File: src/rtl/lp_lane_pkg.sv
package lp_lane_pkg;
  localparam logic [1:0] LV00 = 2'b00;
  localparam logic [1:0] LV01 = 2'b01;
  localparam logic [1:0] LV10 = 2'b10;
  localparam logic [1:0] LV11 = 2'b11;

  typedef enum logic [3:0] {
    ST_STOP, ST_H01, ST_A10, ST_A00, ST_E01, ST_T10,
    ST_HS, ST_TURN, ST_ESC, ST_LPDT, ST_ULPS, ST_WAKE, ST_WAIT
  } seq_state_t;

  typedef enum logic [2:0] {
    MD_STOP = 3'd0, MD_HS = 3'd1, MD_ESC = 3'd2, MD_TURN = 3'd3,
    MD_LPDT = 3'd4, MD_ULPS = 3'd5, MD_RECOVER = 3'd6
  } lane_mode_t;

  function automatic lane_mode_t mode_of(seq_state_t s);
    case (s)
      ST_HS:            return MD_HS;
      ST_TURN:          return MD_TURN;
      ST_ESC:           return MD_ESC;
      ST_LPDT:          return MD_LPDT;
      ST_ULPS, ST_WAKE: return MD_ULPS;
      ST_WAIT:          return MD_RECOVER;
      default:          return MD_STOP;
    endcase
  endfunction
endpackage

File: src/rtl/lp_line_sampler.sv
module lp_line_sampler (
  input  logic       clk,
  input  logic       rst,
  input  logic [1:0] line_in,
  output logic [1:0] cur_lv,
  output logic [1:0] prev_lv,
  output logic       lv_chg
);
  import lp_lane_pkg::*;
  logic [1:0] cur_q, prev_q;

  always_ff @(posedge clk) begin
    if (rst) begin
      cur_q  <= LV11;
      prev_q <= LV11;
    end else begin
      cur_q  <= line_in;
      prev_q <= cur_q;
    end
  end

  assign cur_lv  = cur_q;
  assign prev_lv = prev_q;
  assign lv_chg  = (cur_q != prev_q);
endmodule

File: src/rtl/lp_esc_shift.sv
module lp_esc_shift #(
  parameter int CMD_W = 8
) (
  input  logic             clk,
  input  logic             rst,
  input  logic             clr,
  input  logic             bit_vld,
  input  logic             bit_val,
  output logic [CMD_W-1:0] shreg,
  output logic             full
);
  localparam int NB_W = $clog2(CMD_W + 1);
  logic [CMD_W-1:0] sh_q;
  logic [NB_W-1:0]  nb_q;

  always_ff @(posedge clk) begin
    if (rst || clr) begin
      sh_q <= '0;
      nb_q <= '0;
    end else if (bit_vld) begin
      sh_q <= {bit_val, sh_q[CMD_W-1:1]};
      nb_q <= nb_q + 1'b1;
    end
  end

  assign shreg = sh_q;
  assign full  = (nb_q == NB_W'(CMD_W));


  bit_count_chk: assert property (@(posedge clk) disable iff (rst)
    (bit_vld && !clr) |=> (nb_q == $past(nb_q) + 1'b1));
endmodule

File: src/rtl/lp_wake_timer.sv
module lp_wake_timer #(
  parameter int WAKE_W = 20
) (
  input  logic              clk,
  input  logic              rst,
  input  logic              load,
  input  logic              en,
  input  logic [WAKE_W-1:0] limit,
  output logic              done
);
  localparam logic [WAKE_W-1:0] CNT_MAX = '1;
  logic [WAKE_W-1:0] cnt_q;

  always_ff @(posedge clk) begin
    if (rst)
      cnt_q <= '0;
    else if (load)
      cnt_q <= WAKE_W'(1);
    else if (en && cnt_q != CNT_MAX)
      cnt_q <= cnt_q + 1'b1;
  end

  assign done = (cnt_q >= limit);


  wake_sat_chk: assert property (@(posedge clk) disable iff (rst)
    (en && !load && $past(en)) |-> (cnt_q >= $past(cnt_q)));
endmodule

File: src/rtl/lp_ctrl_fsm.sv
module lp_ctrl_fsm #(
  parameter int               CMD_W     = 8,
  parameter logic [CMD_W-1:0] ULPS_CODE = 8'h1E,
  parameter logic [CMD_W-1:0] LPDT_CODE = 8'hE1
) (
  input  logic             clk,
  input  logic             rst,
  input  logic [1:0]       cur_lv,
  input  logic [1:0]       prev_lv,
  input  logic             lv_chg,
  input  logic [CMD_W-1:0] sh_byte,
  input  logic             sh_full,
  input  logic             tmr_done,
  output logic             sh_clr,
  output logic             sh_vld,
  output logic             sh_bit,
  output logic             tmr_load,
  output logic             tmr_en,
  output logic [2:0]       mode,
  output logic             hs_req,
  output logic             esc_req,
  output logic             bta_req,
  output logic             cmd_valid,
  output logic [CMD_W-1:0] cmd_byte,
  output logic             ulps_enter,
  output logic             ulps_exit,
  output logic             seq_err,
  output logic             cmd_err,
  output logic             wake_err
);
  import lp_lane_pkg::*;

  seq_state_t       state_q, state_n;
  lane_mode_t       mode_q;
  logic [CMD_W-1:0] byte_q, byte_n;
  logic hs_n, esc_n, bta_n, cv_n, ue_n, ux_n, cerr_n, werr_n, bad;

  always_comb begin
    state_n = state_q;
    byte_n  = byte_q;
    {hs_n, esc_n, bta_n, cv_n, ue_n, ux_n, cerr_n, werr_n, bad} = '0;
    sh_clr = 1'b0; sh_vld = 1'b0; sh_bit = 1'b0; tmr_load = 1'b0;
    if (lv_chg) begin
      case (state_q)
        ST_STOP:
          if (cur_lv == LV01)      state_n = ST_H01;
          else if (cur_lv == LV10) state_n = ST_A10;
          else                     bad = 1'b1;
        ST_H01:
          if (cur_lv == LV00) begin state_n = ST_HS; hs_n = 1'b1; end
          else bad = 1'b1;
        ST_A10:
          if (cur_lv == LV00) state_n = ST_A00;
          else bad = 1'b1;
        ST_A00:
          if (cur_lv == LV01)      state_n = ST_E01;
          else if (cur_lv == LV10) state_n = ST_T10;
          else                     bad = 1'b1;
        ST_E01:
          if (cur_lv == LV00) begin
            state_n = ST_ESC; esc_n = 1'b1; sh_clr = 1'b1;
          end else bad = 1'b1;
        ST_T10:
          if (cur_lv == LV00) begin state_n = ST_TURN; bta_n = 1'b1; end
          else bad = 1'b1;
        ST_HS, ST_TURN, ST_WAIT:
          if (cur_lv == LV11) state_n = ST_STOP;
        ST_ESC:
          if (prev_lv == LV00) begin
            if (cur_lv == LV11) bad = 1'b1;
            else begin sh_vld = 1'b1; sh_bit = (cur_lv == LV10); end
          end else if (cur_lv == LV00) begin
            if (sh_full) begin
              cv_n   = 1'b1;
              byte_n = sh_byte;
              if (sh_byte == ULPS_CODE) begin state_n = ST_ULPS; ue_n = 1'b1; end
              else if (sh_byte == LPDT_CODE) state_n = ST_LPDT;
              else begin state_n = ST_WAIT; cerr_n = 1'b1; end
            end
          end else bad = 1'b1;
        ST_LPDT:
          if (prev_lv == LV00) begin
            if (cur_lv == LV11) bad = 1'b1;
          end else if (cur_lv == LV00) begin
            state_n = ST_LPDT;
          end else if (prev_lv == LV10 && cur_lv == LV11) begin
            state_n = ST_STOP;
          end else bad = 1'b1;
        ST_ULPS:
          if (cur_lv == LV10) begin state_n = ST_WAKE; tmr_load = 1'b1; end
          else bad = 1'b1;
        ST_WAKE:
          if (cur_lv == LV11) begin
            state_n = ST_STOP;
            if (tmr_done) ux_n = 1'b1;
            else          werr_n = 1'b1;
          end else bad = 1'b1;
        default: state_n = ST_STOP;
      endcase
      if (bad) state_n = (cur_lv == LV11) ? ST_STOP : ST_WAIT;
    end
  end

  assign tmr_en = (state_q == ST_WAKE);

  always_ff @(posedge clk) begin
    if (rst) begin
      state_q <= ST_STOP;
      mode_q  <= MD_STOP;
      byte_q  <= '0;
      {hs_req, esc_req, bta_req, cmd_valid, ulps_enter, ulps_exit,
       seq_err, cmd_err, wake_err} <= '0;
    end else begin
      state_q    <= state_n;
      mode_q     <= mode_of(state_n);
      byte_q     <= byte_n;
      hs_req     <= hs_n;
      esc_req    <= esc_n;
      bta_req    <= bta_n;
      cmd_valid  <= cv_n;
      ulps_enter <= ue_n;
      ulps_exit  <= ux_n;
      seq_err    <= bad;
      cmd_err    <= cerr_n;
      wake_err   <= werr_n;
    end
  end

  assign mode     = mode_q;
  assign cmd_byte = byte_q;


  hold_no_event_chk: assert property (@(posedge clk) disable iff (rst)
    !lv_chg |=> $stable(mode_q));

  hs_from_stop_chk: assert property (@(posedge clk) disable iff (rst)
    hs_req |-> ($past(mode_q) == MD_STOP && mode_q == MD_HS));

  cmd_in_escape_chk: assert property (@(posedge clk) disable iff (rst)
    cmd_valid |-> ($past(mode_q) == MD_ESC));

  wake_from_ulps_chk: assert property (@(posedge clk) disable iff (rst)
    (ulps_exit || wake_err) |-> ($past(mode_q) == MD_ULPS && mode_q == MD_STOP));

  recover_exit_chk: assert property (@(posedge clk) disable iff (rst)
    (mode_q == MD_RECOVER) |=> (mode_q == MD_RECOVER || mode_q == MD_STOP));

  one_event_chk: assert property (@(posedge clk) disable iff (rst)
    $onehot0({hs_req, esc_req, bta_req, ulps_exit, seq_err, cmd_err, wake_err}));
endmodule

File: src/rtl/lp_lane_ctrl.sv
module lp_lane_ctrl #(
  parameter int               CMD_W     = 8,
  parameter int               WAKE_W    = 20,
  parameter logic [CMD_W-1:0] ULPS_CODE = 8'h1E,
  parameter logic [CMD_W-1:0] LPDT_CODE = 8'hE1
) (
  input  logic              clk,
  input  logic              rst,
  input  logic              lp_dp,
  input  logic              lp_dn,
  input  logic [WAKE_W-1:0] wake_limit,
  output logic [2:0]        mode,
  output logic              hs_req,
  output logic              esc_req,
  output logic              bta_req,
  output logic              cmd_valid,
  output logic [CMD_W-1:0]  cmd_byte,
  output logic              ulps_enter,
  output logic              ulps_exit,
  output logic              seq_err,
  output logic              cmd_err,
  output logic              wake_err
);
  logic [1:0]       cur_lv, prev_lv;
  logic             lv_chg, sh_clr, sh_vld, sh_bit, sh_full;
  logic             tmr_load, tmr_en, tmr_done;
  logic [CMD_W-1:0] sh_byte;

  lp_line_sampler u_samp (
    .clk(clk), .rst(rst), .line_in({lp_dp, lp_dn}),
    .cur_lv(cur_lv), .prev_lv(prev_lv), .lv_chg(lv_chg)
  );

  lp_esc_shift #(.CMD_W(CMD_W)) u_shift (
    .clk(clk), .rst(rst), .clr(sh_clr), .bit_vld(sh_vld),
    .bit_val(sh_bit), .shreg(sh_byte), .full(sh_full)
  );

  lp_wake_timer #(.WAKE_W(WAKE_W)) u_wake (
    .clk(clk), .rst(rst), .load(tmr_load), .en(tmr_en),
    .limit(wake_limit), .done(tmr_done)
  );

  lp_ctrl_fsm #(.CMD_W(CMD_W), .ULPS_CODE(ULPS_CODE), .LPDT_CODE(LPDT_CODE)) u_fsm (
    .clk(clk), .rst(rst), .cur_lv(cur_lv), .prev_lv(prev_lv), .lv_chg(lv_chg),
    .sh_byte(sh_byte), .sh_full(sh_full), .tmr_done(tmr_done),
    .sh_clr(sh_clr), .sh_vld(sh_vld), .sh_bit(sh_bit),
    .tmr_load(tmr_load), .tmr_en(tmr_en),
    .mode(mode), .hs_req(hs_req), .esc_req(esc_req), .bta_req(bta_req),
    .cmd_valid(cmd_valid), .cmd_byte(cmd_byte), .ulps_enter(ulps_enter),
    .ulps_exit(ulps_exit), .seq_err(seq_err), .cmd_err(cmd_err), .wake_err(wake_err)
  );
endmodule

File: config.mk
export PLATFORM = sky130hd
export DESIGN_NAME = lp_lane_ctrl
export DESIGN_NICKNAME = d
export VERILOG_FILES = /design/src/rtl/lp_lane_pkg.sv /design/src/rtl/lp_line_sampler.sv /design/src/rtl/lp_esc_shift.sv /design/src/rtl/lp_wake_timer.sv /design/src/rtl/lp_ctrl_fsm.sv /design/src/rtl/lp_lane_ctrl.sv
export SDC_FILE = /design/constraint.sdc
export NUM_CORES = 1
export LEC_CHECK = 0
export CAP_MARGIN = 20
export CORE_MARGIN = 2
export CORE_UTILIZATION = 50
export CTS_CLUSTER_DIAMETER = 60
export DETAILED_ROUTE_END_ITERATION = 12
export PLACE_DENSITY_LB_ADDON = 0.12
export SYNTH_ARGS = -nofsm -noshare
export SYNTH_HDL_FRONTEND = slang
export SYNTH_SLANG_ARGS = --single-unit
File: constraint.sdc
create_clock -name clk -period 3.16 [get_ports clk]
set_input_delay 0.474 -clock clk [delete_from_list [all_inputs] [get_ports clk]]
set_output_delay 0.474 -clock clk [all_outputs]
set_load 0.005 [all_outputs]
==> results.cfg, run 1 <==
[hold_path]
hold_path.class = register to register

[timing]
setup_viol = 0
setup_tns_ps = 0
max_slew_margin_pct = 54.7
setup_slack_ps = 288
tightest_slew_ps = 678
holdWs_ps = 500
period_share_pct = 90.9
timing.fmax_ghz = 0.348
period_minus_slack_ps = 2870
grt_setup_unrepaired = no
hold_viol = 0
fin_skew_ps = 13.4
finalMaxSlewViolations = 0

[yosys]
ys_seq_area_share_pct = 35.0
synth_edf_count = 0
yosys_warnings = 0
ys_types = 60
synth_cells = 401
syn_area_um2 = 3430
syn_area_per_cell_um2 = 8.55
syn_nets = 452
yosys_most_used_dff = dfxtp_1
async_flop_share_pct = 0
yosys_register_bits = 60

[grt]
first_global_vias = 2614
antenna_found_initial = 0
grt_max_degree = 20
track_usage_pct = 20.8
overflow = 0
grt_pass1_wl_um = 12300

[drt]
first_iter_violations = 243
wire_per_inst_um = 14.0
drt-total-wl_um = 7410
route.vias.total = 2946
drtPass1Iterations = 4
drtAntennaViolNets = 0
post-route-drc-count = 0
avgViaCountPerCell = 5.58

[cells_and_area]
layout_commonest_cell = dfxtp_1
post-route-util_pct = 61.4
stdcell_count = 528
drive_above_1_share_pct = 8.48
num-nets-final = 494
area_growth_pct = 20.4
insertedDiodeCount = 0
final_cell_mix = dfxtp_1, nor2_1, clkdlybuf4s50_1, inv_1, ha_1

[worst_setup_path]
startpoint_type = register
crit_required_ps = 3450
cp_data_arrival_time_ps = 3160
max_stage_delay_ps = 540
critical_path_class = register to register
end_kind = register
critical_path.max_fanout = 12
slowest_stage = a2111oi_1
crit_chain = inv_1, ha_1, a2111oi_1, a211oi_2, and3_1, a221o_1, or4_1, a21oi_1

[pwr]
power_frac_seq_pct = 45.7
powerDensity_nw_per_um2 = 423
swShare_pct = 26.2
leakage_nw = 1.84
p_sw_mw = 0.458
ir_worst_vdd_mv = 0.211
internal_power_mw = 1.29
p_comb_share_pct = 13.4
clock_power_share_pct = 41.0

[cts]
clock-root-buffer = clkbuf_8
cts_sinks = 60
clk_pin_slew_ps = 80
clock_path_buffers = 2
cts_tree = done
hold_buffers = 0
cts_setup_buffers = 0
cts-resized-gates = 0
cts-buffers-inserted = 9
clk_latency_ps = 350
htreeDepth = 3

[place]
pre_cts_slack_ps = 370
numPortBuffers = 43
hpwl_um = 5320
gp_congestion = 0.971
dp_cells = 512

[floorplanning]
die_w_um = 86.8
dieArea_um2 = 7530
initial_core_util_pct = 51.0
io_pins = 44
die_y_um = 86.8
row_count = 30
design.core.area_um2 = 6720

[job]
max_cap_violations = 0

[outcome]
outcome = completed
final timing paths:
path / from / end / slack (ps) / cells past startpoint
worst min register to register: u_fsm.cmd_byte[5] / u_fsm.cmd_byte[5] / 500 / 2
worst max register to register: u_samp.cur_lv[0] / u_fsm.mode[1] / 290 / 8
worst min-delay path: u_fsm.cmd_byte[5] / u_fsm.cmd_byte[5] / 500 / 2
worst max-delay path: u_samp.cur_lv[0] / u_fsm.mode[1] / 290 / 8
logic make-up (layout without fill, tap and decap cells):
| family | Yosys count | count (layout) | synth area share (%) |
|---|---|---|---|
| AO/OA/AOI/OAI | 60 | 60 | 12.3 |
| XOR/XNOR | 26 | 26 | 6.64 |
| adder cells (fa/ha/maj) | 27 | 27 | 9.86 |
| buffers and inverters | 51 | 98 | 5.95 |
| flip-flops | 60 | 60 | 35.0 |
| multiplexers | 18 | 18 | 5.29 |
| AND/OR/NAND/NOR | 159 | 159 | 24.9 |
power groups by stage:
| stage | combinational [mW] | sequential [mW] | clock, mW |
|---|---|---|---|
| 4_1_cts | 0.231 | 0.795 | 0.727 |
| 3_5_place_dp | 0.230 | 0.813 | 0 |
| 5_1_grt | 0.258 | 0.799 | 0.759 |
| 2_1_floorplan | 0.171 | 0.795 | 0 |
| 6_report | 0.233 | 0.797 | 0.715 |
| 3_3_place_gp | 0.227 | 0.812 | 0 |
critical path, delay by kind of cell (launching register included):
| kind | cells | cell delay, ps |
|---|---|---|
| flops | 1 | 400 |
| buf+inv | 1 | 100 |
| simple gates | 2 | 740 |
| fa+ha+maj | 1 | 360 |
| compound gates | 4 | 1200 |
cell usage after synthesis, drive strengths merged, types with 3 or more instances:
master,count,share of area (%)
mux2i,17,5.0
nand3,13,1.9
buf,5,0.91
xor2,16,4.1
and4,7,1.8
and3,10,1.8
or4b,3,0.99
nand2b,6,1.1
xnor2,10,2.6
a21oi,12,1.8
clkbuf,13,1.4
nand4,6,1.1
nor2,58,6.4
a21o,8,1.8
or2,7,1.3
or4,3,0.66
inv,33,3.6
nand2,15,1.6
nand3b,3,0.66
o22ai,3,0.55
o21ai,11,1.6
nor3,13,2.0
a221o,3,0.88
ha,27,9.9
dfxtp,60,35
through the flow:
stage	area, um^2	total power [mW]
final	4130	1.75
after global routing	4130	1.82
after CTS	4130	1.75
after detailed placement	3920	1.04
after global placement	3920	1.04
after floorplan	3430	0.966
cell type report:
type	instances	area (um^2)
Clock inverter	4	47.5
Multi-Input combinational cell	290	2020
Inverter	33	124
Sequential cell	60	1200
Fill cell	613	2590
Timing Repair Buffer	49	475
Clock buffer	12	155
Tap cell	80	100
flip-flops by register name, indices dropped and copies added, names as in the netlist, 2 cells and up:
register / flops
u_wake.cnt_q: 20
u_fsm.cmd_byte: 8
u_shift.shreg: 8
u_fsm.state_q: 4
u_shift.nb_q: 4
u_fsm.mode: 3
u_samp.cur_lv: 2
u_samp.prev_lv: 2
metal layers:
layer	share of wire (%)	up-vias	global-route usage [%]	wire length [um]
met1	50	1364	29.2	3670
met4	2.1	0	9.66	157
met3	5.7	14	4.86	425
met5	0	-	0	0
met2	43	81	30.0	3160
li1	-	1487	-	-
Power figures use the tool's default switching activity.
==> run 2, diff against run 1 <==
--- a/config.mk
+++ b/config.mk
@@ -5,7 +5,7 @@
 export SDC_FILE = /design/constraint.sdc
 export NUM_CORES = 1
 export LEC_CHECK = 0
-export CAP_MARGIN = 20
+export CORE_ASPECT_RATIO = 1.2
 export CORE_MARGIN = 2
 export CORE_UTILIZATION = 50
 export CTS_CLUSTER_DIAMETER = 60
==> run 2 against run 1 <==
Flip-flop and latch count is the same; critical path type unchanged; largest cell class unchanged; total power shrank 0.76%; routed wire length shrank 1.5%; sequential share of layout area shrank 0.15 points.
==> results.cfg, run 2 (same netlist as run 1, synthesis figures left out) <==
[place]
gp_congestion = 0.908
numPortBuffers = 43
hpwl_um = 5430

[outcome]
outcome = completed

[pwr]
powerDensity_nw_per_um2 = 418
ir_worst_vdd_mv = 0.310
power.total_mw = 1.73
leakage_nw = 1.85

[grt]
grt_max_degree = 24
overflow = 0
grt_pass1_wl_um = 12600
track_usage_pct = 21.1
first_global_vias = 2814
antenna_found_initial = 0

[worst_setup_path]
max_stage_delay_ps = 520
crit_family = compound AO/OA/AOI/OAI gates
critical_path.max_fanout = 12
slowest_stage = or4_1
crit_chain = inv_1, ha_1, a2111oi_1, a211oi_2, and3_1, a221o_1, or4_1, a21oi_1
critical_path_class = register to register
crit_required_ps = 3430
startpoint_type = register
crit_buf_inv = 1
end_kind = register
cp_data_arrival_time_ps = 3060

[floorplanning]
initial_core_util_pct = 50.9
design.core.area_um2 = 6730
dieArea_um2 = 7530
io_pins = 44
die_w_um = 79.6
row_count = 33
die_y_um = 94.7

[cells_and_area]
final_cell_mix = dfxtp_1, nor2_1, clkdlybuf4s50_1, inv_1, ha_1
num-nets-final = 496
layout_commonest_cell = dfxtp_1
area_growth_pct = 21.0
insertedDiodeCount = 0
drive_above_1_share_pct = 8.91
regMostFlops = u_wake.cnt_q
largest_reg_flops = 20

[drt]
wire_per_inst_um = 13.6
drt-total-wl_um = 7290
drtPass1Iterations = 4
drtAntennaViolNets = 0
avgViaCountPerCell = 5.46
route.vias.total = 2929
post-route-drc-count = 0
first_iter_violations = 122

[cts]
cts-resized-gates = 0
cts-buffers-inserted = 9
htreeDepth = 3
hold_buffers = 0
clock_path_buffers = 2
cts_sinks = 60
cts_tree = done
clk_latency_ps = 340
clk_pin_slew_ps = 60
clock-root-buffer = clkbuf_8
cts_setup_buffers = 0

[timing]
fin_skew_ps = 10.6
timing.fmax_ghz = 0.359
setup_tns_ps = 0
period_minus_slack_ps = 2790
finalMaxSlewViolations = 0
setup_viol = 0
period_share_pct = 88.2
grt_setup_unrepaired = no
holdWs_ps = 498
tightest_slew_ps = 768
hold_viol = 0
max_slew_margin_pct = 48.8

[hold_path]
hold_path.class = register to register

[job]
max_cap_violations = 0
run 2: cell count changes in the layout (fill, tap and decap cells not counted):
cell	delta
buf_4	+2
clkbuf_1	-1
clkinv_4	+1
clkinvlp_4	-1
run 2: path summary, 6_finish.rpt:
path,slack (ps),start,endpoint,cells after the start
worst max-delay path,370,u_samp.cur_lv[0],u_fsm.mode[1],8
worst min register to register,500,u_shift.nb_q[3],u_shift.nb_q[3],2
worst min-delay path,500,u_shift.nb_q[3],u_shift.nb_q[3],2
worst max register to register,370,u_samp.cur_lv[0],u_fsm.mode[1],8
run 2: worst reg2reg max path, cell delays in order (launching register included):
cell,delay (ps)
dfxtp_1,420
inv_1,90
ha_1,350
a2111oi_1,510
a211oi_2,200
and3_1,200
a221o_1,300
or4_1,520
a21oi_1,130
run 2: cell type report:
cell class                      count  area, um^2
Timing Repair Buffer               51         490
Inverter                           33         124
Multi-Input combinational cell    290        2020
Tap cell                           87         109
Clock inverter                      4        48.8
Fill cell                         599        2580
Sequential cell                    60        1200
Clock buffer                       11         151
run 2: power breakdown:
part           switching (mW)  internal (mW)  total, mW
Combinational           0.124          0.120      0.244
Sequential             0.0247          0.769      0.794
Clock                   0.294          0.401      0.695
Total                   0.442           1.29       1.73
run 2: per-layer routing:
| layer | GRT usage, % | wire (um) | vias to the layer above |
|---|---|---|---|
| met1 | 24.0 | 3200 | 1362 |
| li1 | - | - | 1497 |
| met2 | 36.1 | 3630 | 55 |
| met4 | 10.1 | 189 | 0 |
| met3 | 6.21 | 275 | 15 |
| met5 | 0 | 0 | - |
run 2: metrics by stage:
step	std cells	area [um^2]	utilization [%]	worst slack, ps
floorplan	401	3430	-	522
global placement	521	3950	58.6	427
detailed placement	521	3950	58.6	405
CTS	536	4150	61.6	393
global route	536	4150	61.6	144
finish	536	4150	61.6	372
